--- src/rtl/fa_pkg.sv ---
package fa_pkg;
  typedef enum logic [1:0] {
    ST_SEARCH  = 2'd0,
    ST_CONFIRM = 2'd1,
    ST_LOCKED  = 2'd2
  } fa_state_e;
endpackage

--- src/rtl/fa_slip_shifter.sv ---
module fa_slip_shifter #(
  parameter int W      = 40,
  parameter int SLIP_W = 6
) (
  input  logic              clk,
  input  logic              rst_n,
  input  logic [W-1:0]      rx_word,
  input  logic [SLIP_W-1:0] slip,
  output logic [W-1:0]      aligned
);
  logic [W-1:0]    prev_q;
  logic [2*W-1:0]  pair;
  logic [SLIP_W:0] base;

  // previous word holds earlier stream bits, so it sits in the low half
  always_ff @(posedge clk or negedge rst_n) begin
    if (!rst_n) prev_q <= '0;
    else        prev_q <= rx_word;
  end

  always_comb begin
    pair    = {rx_word, prev_q};
    base    = {1'b0, slip};
    aligned = pair[base +: W];
  end
endmodule

--- src/rtl/fa_hdr_match.sv ---
module fa_hdr_match #(
  parameter int               HDR_W       = 4,
  parameter logic [HDR_W-1:0] HDR_PATTERN = 4'b1010
) (
  input  logic [HDR_W-1:0] hdr_bits,
  output logic             hdr_ok
);
  assign hdr_ok = (hdr_bits == HDR_PATTERN);
endmodule

--- src/rtl/fa_lock_fsm.sv ---
module fa_lock_fsm
  import fa_pkg::*;
#(
  parameter int W              = 40,
  parameter int FRAME_WORDS    = 3,
  parameter int CONFIRM_FRAMES = 32,
  parameter int LOSS_FRAMES    = 4,
  localparam int SLIP_W = $clog2(W),
  localparam int IDX_W  = (FRAME_WORDS > 1) ? $clog2(FRAME_WORDS) : 1,
  localparam int CNT_W  = $clog2(CONFIRM_FRAMES + 1),
  localparam int MISS_W = $clog2(LOSS_FRAMES + 1)
) (
  input  logic              clk,
  input  logic              rst_n,
  input  logic              hdr_ok,
  output logic [SLIP_W-1:0] slip,
  output logic [IDX_W-1:0]  phase,
  output fa_state_e         state
);
  localparam logic [SLIP_W-1:0] SLIP_LAST = SLIP_W'(W - 1);
  localparam logic [IDX_W-1:0]  IDX_LAST  = IDX_W'(FRAME_WORDS - 1);
  localparam logic [IDX_W-1:0]  IDX_AFTER = IDX_W'(1 % FRAME_WORDS);
  localparam logic [CNT_W-1:0]  CNT_LAST  = CNT_W'(CONFIRM_FRAMES - 1);
  localparam logic [MISS_W-1:0] MISS_LAST = MISS_W'(LOSS_FRAMES - 1);

  fa_state_e         state_q, state_d;
  logic [SLIP_W-1:0] slip_q, slip_d;
  logic [IDX_W-1:0]  phase_q, phase_d, phase_inc;
  logic [CNT_W-1:0]  cnt_q, cnt_d;
  logic [MISS_W-1:0] miss_q, miss_d;
  logic              frame_chk;

  always_comb begin
    phase_inc = (phase_q == IDX_LAST) ? '0 : phase_q + 1'b1;
    frame_chk = (phase_q == '0);
    state_d   = state_q;
    slip_d    = slip_q;
    phase_d   = phase_inc;
    cnt_d     = cnt_q;
    miss_d    = miss_q;
    unique case (state_q)
      ST_SEARCH: begin
        phase_d = phase_q;
        if (hdr_ok) begin
          state_d = ST_CONFIRM;
          phase_d = IDX_AFTER;
          cnt_d   = '0;
        end else begin
          slip_d = (slip_q == SLIP_LAST) ? '0 : slip_q + 1'b1;
        end
      end
      ST_CONFIRM: begin
        if (frame_chk) begin
          if (!hdr_ok) begin
            state_d = ST_SEARCH;
            cnt_d   = '0;
          end else if (cnt_q == CNT_LAST) begin
            state_d = ST_LOCKED;
            cnt_d   = '0;
            miss_d  = '0;
          end else begin
            cnt_d = cnt_q + 1'b1;
          end
        end
      end
      ST_LOCKED: begin
        if (frame_chk) begin
          if (hdr_ok) begin
            miss_d = '0;
          end else if (miss_q == MISS_LAST) begin
            state_d = ST_SEARCH;
            miss_d  = '0;
          end else begin
            miss_d = miss_q + 1'b1;
          end
        end
      end
      default: state_d = ST_SEARCH;
    endcase
  end

  always_ff @(posedge clk or negedge rst_n) begin
    if (!rst_n) begin
      state_q <= ST_SEARCH;
      slip_q  <= '0;
      phase_q <= '0;
      cnt_q   <= '0;
      miss_q  <= '0;
    end else begin
      state_q <= state_d;
      slip_q  <= slip_d;
      phase_q <= phase_d;
      cnt_q   <= cnt_d;
      miss_q  <= miss_d;
    end
  end

  assign slip  = slip_q;
  assign phase = phase_q;
  assign state = state_q;
endmodule

--- src/rtl/frame_aligner.sv ---
module frame_aligner
  import fa_pkg::*;
#(
  parameter int               W              = 40,
  parameter int               FRAME_WORDS    = 3,
  parameter int               HDR_W          = 4,
  parameter logic [HDR_W-1:0] HDR_PATTERN    = 4'b1010,
  parameter int               CONFIRM_FRAMES = 32,
  parameter int               LOSS_FRAMES    = 4,
  localparam int SLIP_W = $clog2(W),
  localparam int IDX_W  = (FRAME_WORDS > 1) ? $clog2(FRAME_WORDS) : 1
) (
  input  logic             clk,
  input  logic             rst_n,
  input  logic [W-1:0]     rx_word,
  output logic [W-1:0]     al_word,
  output logic [IDX_W-1:0] word_idx,
  output logic             frame_start,
  output logic             locked
);
  logic [W-1:0]      aligned_w;
  logic              hdr_ok_w;
  logic [SLIP_W-1:0] slip_w;
  logic [IDX_W-1:0]  phase_w;
  fa_state_e         state_w;
  logic              out_en;

  fa_slip_shifter #(.W(W), .SLIP_W(SLIP_W)) u_shift (
    .clk(clk), .rst_n(rst_n), .rx_word(rx_word), .slip(slip_w), .aligned(aligned_w)
  );

  fa_hdr_match #(.HDR_W(HDR_W), .HDR_PATTERN(HDR_PATTERN)) u_hdr (
    .hdr_bits(aligned_w[HDR_W-1:0]), .hdr_ok(hdr_ok_w)
  );

  fa_lock_fsm #(
    .W(W), .FRAME_WORDS(FRAME_WORDS),
    .CONFIRM_FRAMES(CONFIRM_FRAMES), .LOSS_FRAMES(LOSS_FRAMES)
  ) u_fsm (
    .clk(clk), .rst_n(rst_n), .hdr_ok(hdr_ok_w),
    .slip(slip_w), .phase(phase_w), .state(state_w)
  );

  // word stream never stalls, so the output stage is always enabled
  assign out_en = 1'b1;

  always_ff @(posedge clk or negedge rst_n) begin
    if (!rst_n) begin
      al_word     <= '0;
      word_idx    <= '0;
      frame_start <= 1'b0;
    end else if (out_en) begin
      al_word     <= aligned_w;
      word_idx    <= phase_w;
      frame_start <= (state_w == ST_LOCKED) && (phase_w == '0);
    end
  end

  assign locked = (state_w == ST_LOCKED);
endmodule

--- config.mk ---
export PLATFORM = sky130hd
export DESIGN_NAME = frame_aligner
export DESIGN_NICKNAME = d
export VERILOG_FILES = /design/src/rtl/fa_pkg.sv /design/src/rtl/fa_slip_shifter.sv /design/src/rtl/fa_hdr_match.sv /design/src/rtl/fa_lock_fsm.sv /design/src/rtl/frame_aligner.sv
export SDC_FILE = /design/constraint.sdc
export NUM_CORES = 1
export LEC_CHECK = 0
export ABC_AREA = 1
export BUFFER_PORTS_ARGS = -buffer_cell sky130_fd_sc_hd__clkbuf_2
export CAP_MARGIN = 20
export CORE_MARGIN = 4
export CORE_UTILIZATION = 45
export DETAILED_ROUTE_END_ITERATION = 8
export GPL_ROUTABILITY_DRIVEN = 0
export PLACE_DENSITY = 0.63
export SETUP_SLACK_MARGIN = 0.15
export SLEW_MARGIN = 15
export SYNTH_ARGS = -nofsm -noshare
export SYNTH_HDL_FRONTEND = slang
export SYNTH_SLANG_ARGS = --single-unit
--- constraint.sdc ---
create_clock -name clk -period 6.45 [get_ports clk]
set_input_delay 1.29 -clock clk [delete_from_list [all_inputs] [get_ports clk]]
set_output_delay 1.29 -clock clk [all_outputs]
set_load 0.02 [all_outputs]
== Word level (Yosys, flattened, before mapping) ==
Cells that the tools add are included.

* Register bits after elaboration: 102
* Input port bits: 42
* Output and inout port bits: 44
* Logic and storage cells: 62

* Add/sub/neg operators: 4
* Equality and inequality tests: 15
* Shifts and indexed selects: 1
* Muxes and demuxes: 23
* Bitwise logic cells: 1
* Reductions and logical operators: 9

{| class="wikitable"
|+ Operators by type and width
! kind !! count
|-
| 80-bit by 7-bit variable part select with 40-bit output || 1
|-
| 6-bit 2-to-1 mux || 5
|-
| 2-bit 2-to-1 mux || 9
|-
| 3-bit 2-to-1 mux || 6
|-
| 6-bit by 1-bit adder with 6-bit output, second input constant || 2
|-
| 2-bit by 1-bit != test with 1-bit output, second input constant || 6
|-
| 6-bit one-hot mux with 2 select lines || 1
|-
| 6-bit by 5-bit equality test with 1-bit output, second input constant || 1
|-
| 6-bit equality test, second input constant || 1
|-
| 2-bit one-hot mux with 3 select lines || 1
|-
| 3-bit one-hot mux with 2 select lines || 1
|-
| 6-bit AND reduction || 1
|-
| 5-bit AND reduction || 1
|-
| 2-bit equality test, second input constant || 2
|-
| 4-bit equality test, second input constant || 1
|-
| 2-bit logical NOT || 2
|-
| 2-bit nonzero test || 2
|-
| 3-bit by 1-bit adder with 3-bit output, second input constant || 1
|-
| 3-bit by 2-bit equality test with 1-bit output, second input constant || 1
|-
| 3-bit != test, second input constant || 1
|-
| 3-bit AND reduction || 1
|-
| 2-bit by 1-bit adder with 2-bit output, second input constant || 1
|-
| 2-bit by 1-bit equality test with 1-bit output, second input constant || 1
|-
| 2-bit != test, second input constant || 1
|-
| 3 further kinds || 3
|}

== Depth between registers and ports, before layout ==
* Depth in word-level cells: 5
* Gate-level depth with buffers: 20
* Mapped depth without buffers: 18

== Modules after synthesis ==
Synthesis repeated with hierarchy kept, for this count alone.

* Cells, all modules: 1,286
* Area total of the unflattened synthesis: 8,160.3 um^2

{| class="wikitable"
|+ By module, submodules not included
! module !! instances !! cells each !! area each (um^2) !! seq. area each (um^2)
|-
| fa_slip_shifter || 1 || 1,086 || 5,924.4 || 1,001.0
|-
| fa_lock_fsm || 1 || 145 || 1,107.3 || 475.5
|-
| frame_aligner || 1 || 50 || 1,107.3 || 1,076.0
|-
| fa_hdr_match || 1 || 5 || 21.3 || 0.0
|}

== Worst setup path before layout ==
No wires, ideal clock.

* Kind: input to register
* From: in rx_word[19]
* To: reg u_fsm.slip_q[4], in the netlist u_fsm.slip[4]
* Setup time: 0.129 ns
* Data arrival time: 2.483 ns
* Required time: 6.321 ns
* Slack: 3.838 ns
* Cell stages on the path: 15
* Buffers on the path: 1
* Cell sequence: nand2_1 -> nand3_1 -> nand3_1 -> nand3_1 -> nand2_1 -> nand2_1 -> nand3_1 -> nand2_2 -> nor2_4 -> nand2_4 -> nand2_4 -> inv_2 -> buf_6 -> nand2_1 -> o21ai_2

* Word-level cells in the longest chain between the ends: 4

{| class="wikitable"
|+ Ends and longest elaborated chain
! item !! RTL line !! text
|-
| from (decl) || frame_aligner.sv:15 || <nowiki>input logic [W-1:0] rx_word,</nowiki>
|-
| 80-bit by 7-bit variable part select with 40-bit output || fa_slip_shifter.sv:24 || <nowiki>aligned = pair[base +: W];</nowiki>
|-
| net aligned_w[0] || frame_aligner.sv:21 || <nowiki>logic [W-1:0] aligned_w;</nowiki>
|-
| 4-bit equality test || fa_hdr_match.sv:8 || <nowiki>assign hdr_ok = (hdr_bits == HDR_PATTERN);</nowiki>
|-
| 1-bit NOT (no line) || - ||
|-
| 2-bit AND reduction (no line) || - ||
|-
| to (signal assigned) || fa_lock_fsm.sv:91 || <nowiki>slip_q <= slip_d;</nowiki>
|-
| to (decl) || fa_lock_fsm.sv:27 || <nowiki>logic [SLIP_W-1:0] slip_q, slip_d;</nowiki>
|}

The timed path passes the listed nets, and every way through them passes these cells.
A chain may end at the register's enable or synchronous reset.

== Final worst setup path ==
* From: reg u_fsm.slip_q[0], in the netlist u_fsm.slip[0]
* To: reg u_fsm.slip_q[0], in the netlist u_fsm.slip[0]

* Word-level cells in the longest chain between the ends: 4
* Elaborated cells between the ends (all ways): 7
* Classes of those cells: add/sub (1); eq/ne (2); shift (1); mux (1); bitwise (1); reduce/logical (1)

{| class="wikitable"
|+ Ends and longest elaborated chain
! item !! RTL line
|-
| 80-bit by 7-bit variable part select with 40-bit output || fa_slip_shifter.sv:24
|-
| net aligned_w[0] || frame_aligner.sv:21
|-
| 4-bit equality test || fa_hdr_match.sv:8
|-
| 1-bit NOT (no line) || -
|-
| 2-bit AND reduction (no line) || -
|}

The timed path passes the listed nets, and every way through them passes these cells.

==> impl_metrics.py <==
metrics = {
    "timing": {
        "worst_slew_pin_slew_ns": 1.04,
        "min_period_ns": 3.40,
        "fmax_mhz": 295,
        "drv_slew": 0,
        "min_period_over_period": 0.526,
        "setup_violations": 0,
        "maxSlewHeadroom": 0.305,
        "finClkSkew_ns": 0.00818,
        "rsz0062_at_grt": "no",
        "tns_ns": 0,
        "finalHoldViolCount": 0,
    },
    "critical_path": {
        "cp_cell_sequence": "inv_2 -> buf_4 -> nand2_1 -> nand3_1 -> nand3_1 -> nand3_1 -> nand2_1 -> nand2_1 -> nand3_1 -> nand2_2 -> nor2_4 -> nand2_4 -> nand2_4 -> inv_2 -> nand3_1 -> o21ai_1",
        "crit_family": "simple AND/OR/NAND/NOR gates",
        "cp_max_fo": 46,
        "crit_path_start_kind": "flip-flop",
        "crit_required_ns": 6.73,
        "crit_buf_inv": 3,
        "crit_path_top_delay_cell": "buf_4",
        "critical_path.most_common_cell": "nand3_1",
        "arrival_ns": 3.67,
        "critPathKind": "flip-flop to flip-flop",
        "endpoint_kind": "flip-flop",
        "critPathMaxStageDelay_ns": 0.55,
    },
    "cts": {
        "clk_latency_ns": 0.36,
        "numCtsBuffers": 9,
        "h-tree-depth": 3,
        "cts_resized": 0,
        "cts_root_buffer": "clkbuf_16",
        "postCtsSetupRepairBufs": 0,
        "cts_tree": "done",
        "path_clk_slew_ns": 0.07,
        "hold_buffers": 0,
        "clockBufferDepth": 2,
        "cts.sinks": 102,
    },
    "placed_design": {
        "dp_hpwl_mm": 19.3,
        "io_buffers": 85,
    },
    "global_routing": {
        "grt_pass1_wl_mm": 41.3,
        "grt_use_total": 0.284,
        "globalRoute.totalOverflow": 0,
        "grt_start_max_net_pins": 80,
        "grt_pass1_vias": 7571,
        "grt_antenna_before_repair": 0,
    },
    "power_and_ir_drop": {
        "power_uw": 5420,
        "irDropWorstVdd_mv": 0.291,
        "p_leak_uw": 0.00406,
        "pwr_density_cell_nw_per_um2": 656,
    },
    "synthesis": {
        "syn_nets": 1214,
        "avgSynthCellArea_um2": 6.48,
        "ys_ff_latch": 102,
        "synth.cell_area_um2": 7560,
        "yosys.cell_types.count": 33,
        "synth_top_area_cell": "dfrtp_1",
        "yosysWarnings": 0,
        "ys.flop_type": "dfrtp_1",
        "async_flop_share": 1.00,
        "synth-edff-count": 0,
        "synth-seq-area-share": 0.338,
        "netlist_instances": 1166,
        "synth_top_area_share": 0.338,
        "synth.area.top_cells": "dfrtp_1, nand3_1, nand2_1, o21ai_0, o221ai_1",
    },
    "drt": {
        "vias_per_cell": 5.90,
        "dr.pass1.iters": 6,
        "vias": 8343,
        "ant_nets": 0,
        "drt-total-wl_mm": 26.4,
        "wl_per_cell_um": 18.7,
        "drc_errors": 0,
        "first_iter_violations": 1095,
    },
    "floorplanning": {
        "die_area_um2": 18900,
        "die_w_um": 138,
        "core_area_um2": 16500,
        "num_rows": 47,
        "io_pins": 86,
        "start_util": 0.457,
        "dieHeight_um": 138,
    },
    "layout": {
        "drive_above_1_share": 0.116,
        "fin_nets": 1238,
        "layout_commonest_cell": "nand2_1",
        "synthToLayoutAreaGrowth_pct": 9.39,
        "num_antenna_cells": 0,
        "layout_common_cells": "nand2_1, nand3_1, dfrtp_1",
    },
    "run_status": {
        "status": "complete, no violations",
    },
    "min_path": {
        "hold_class": "flip-flop to flip-flop",
    },
    "job": {
        "max-cap-violations": 0,
    },
}
==> synth_stat cells (5+ instances only) <==
library cell  instances
a21oi_1              18
buf_1                21
buf_2                31
buf_6                 8
clkbuf_1             24
dfrtp_1             102
ha_1                  6
inv_1                39
inv_2                 6
nand2_1             388
nand2_2               7
nand3_1             350
nand4_1               5
nor2_1               17
nor3_1                8
o21ai_0              79
o221ai_1             22
==> worst register-to-register path: stages (launching register included) <==
cell	delay, ns
dfrtp_2	0.49
inv_2	0.50
buf_4	0.55
nand2_1	0.16
nand3_1	0.12
nand3_1	0.13
nand3_1	0.15
nand2_1	0.14
nand2_1	0.11
nand3_1	0.09
nand2_2	0.14
nor2_4	0.06
nand2_4	0.15
nand2_4	0.10
inv_2	0.21
nand3_1	0.10
o21ai_1	0.12
==> flip-flops by register name, summed over array words and instances (netlist names) <==
register	flops
u_fsm.phase	2
frame_start	1
u_fsm.cnt_q	6
u_shift.prev_q	40
u_fsm.miss_q	3
u_fsm.slip	6
u_fsm.state	2
al_word	40
word_idx	2
==> report_power, final <==
part | switching, uW | internal (uW) | leakage [uW] | total [uW]
registers | 117 | 843 | 0.00121 | 960
logic | 2790 | 1090 | 0.00270 | 3890
clock network | 258 | 315 | 0.000147 | 574
==> path summary, 6_finish.rpt <==
check	to	startpoint	cells after the start	slack (ns)
worst max-delay path	u_fsm.slip[0]	u_fsm.slip[0]	16	3.05
worst min-delay path	word_idx[0]	u_fsm.phase[0]	0	0.46
worst max register to register	u_fsm.slip[0]	u_fsm.slip[0]	16	3.05
worst min register to register	word_idx[0]	u_fsm.phase[0]	0	0.46
max in group asynchronous	u_fsm.slip[3]	rst_n	2	4.39
min in group asynchronous	frame_start	rst_n	1	0.92
==> per-stage QoR <==
stage               cells  setup slack (ns)  hold slack, ns   util  cell area (um2)
floorplan            1166              3.84           0.396      -             7560
finish               1414              3.05           0.460  0.500             8270
global route         1414              2.79           0.483  0.500             8270
detailed placement   1398              3.18           0.450  0.480             7940
global placement     1398              3.18           0.441  0.480             7940
CTS                  1413              3.14           0.462  0.499             8240
==> cell type report <==
type / count / area, um2
clock buffers: 10 / 239
clock inverters: 5 / 66.3
fillers: 1736 / 8260
inverters: 45 / 169
multi-input cells: 935 / 4420
flip-flops and latches: 102 / 2560
well taps: 220 / 275
repair buffers: 97 / 538
==> kinds of logic after synthesis <==
logic type      synth area share
xor+xnor                 0.00579
mux                      0.00397
compound gates             0.109
simple gates               0.456
fa+ha+maj                0.00993
buf+inv                   0.0771
flops                      0.338
==> layer usage <==
| metal | routed length (um) | GRT usage | vias to the layer above |
|---|---|---|---|
| met5 | 0 | 0 | - |
| met4 | 1230 | 0.134 | 0 |
| met3 | 2490 | 0.0570 | 74 |
| met2 | 11600 | 0.423 | 449 |
| met1 | 11100 | 0.394 | 3801 |
| li1 | - | - | 4019 |
Power figures use the tool's default switching activity.
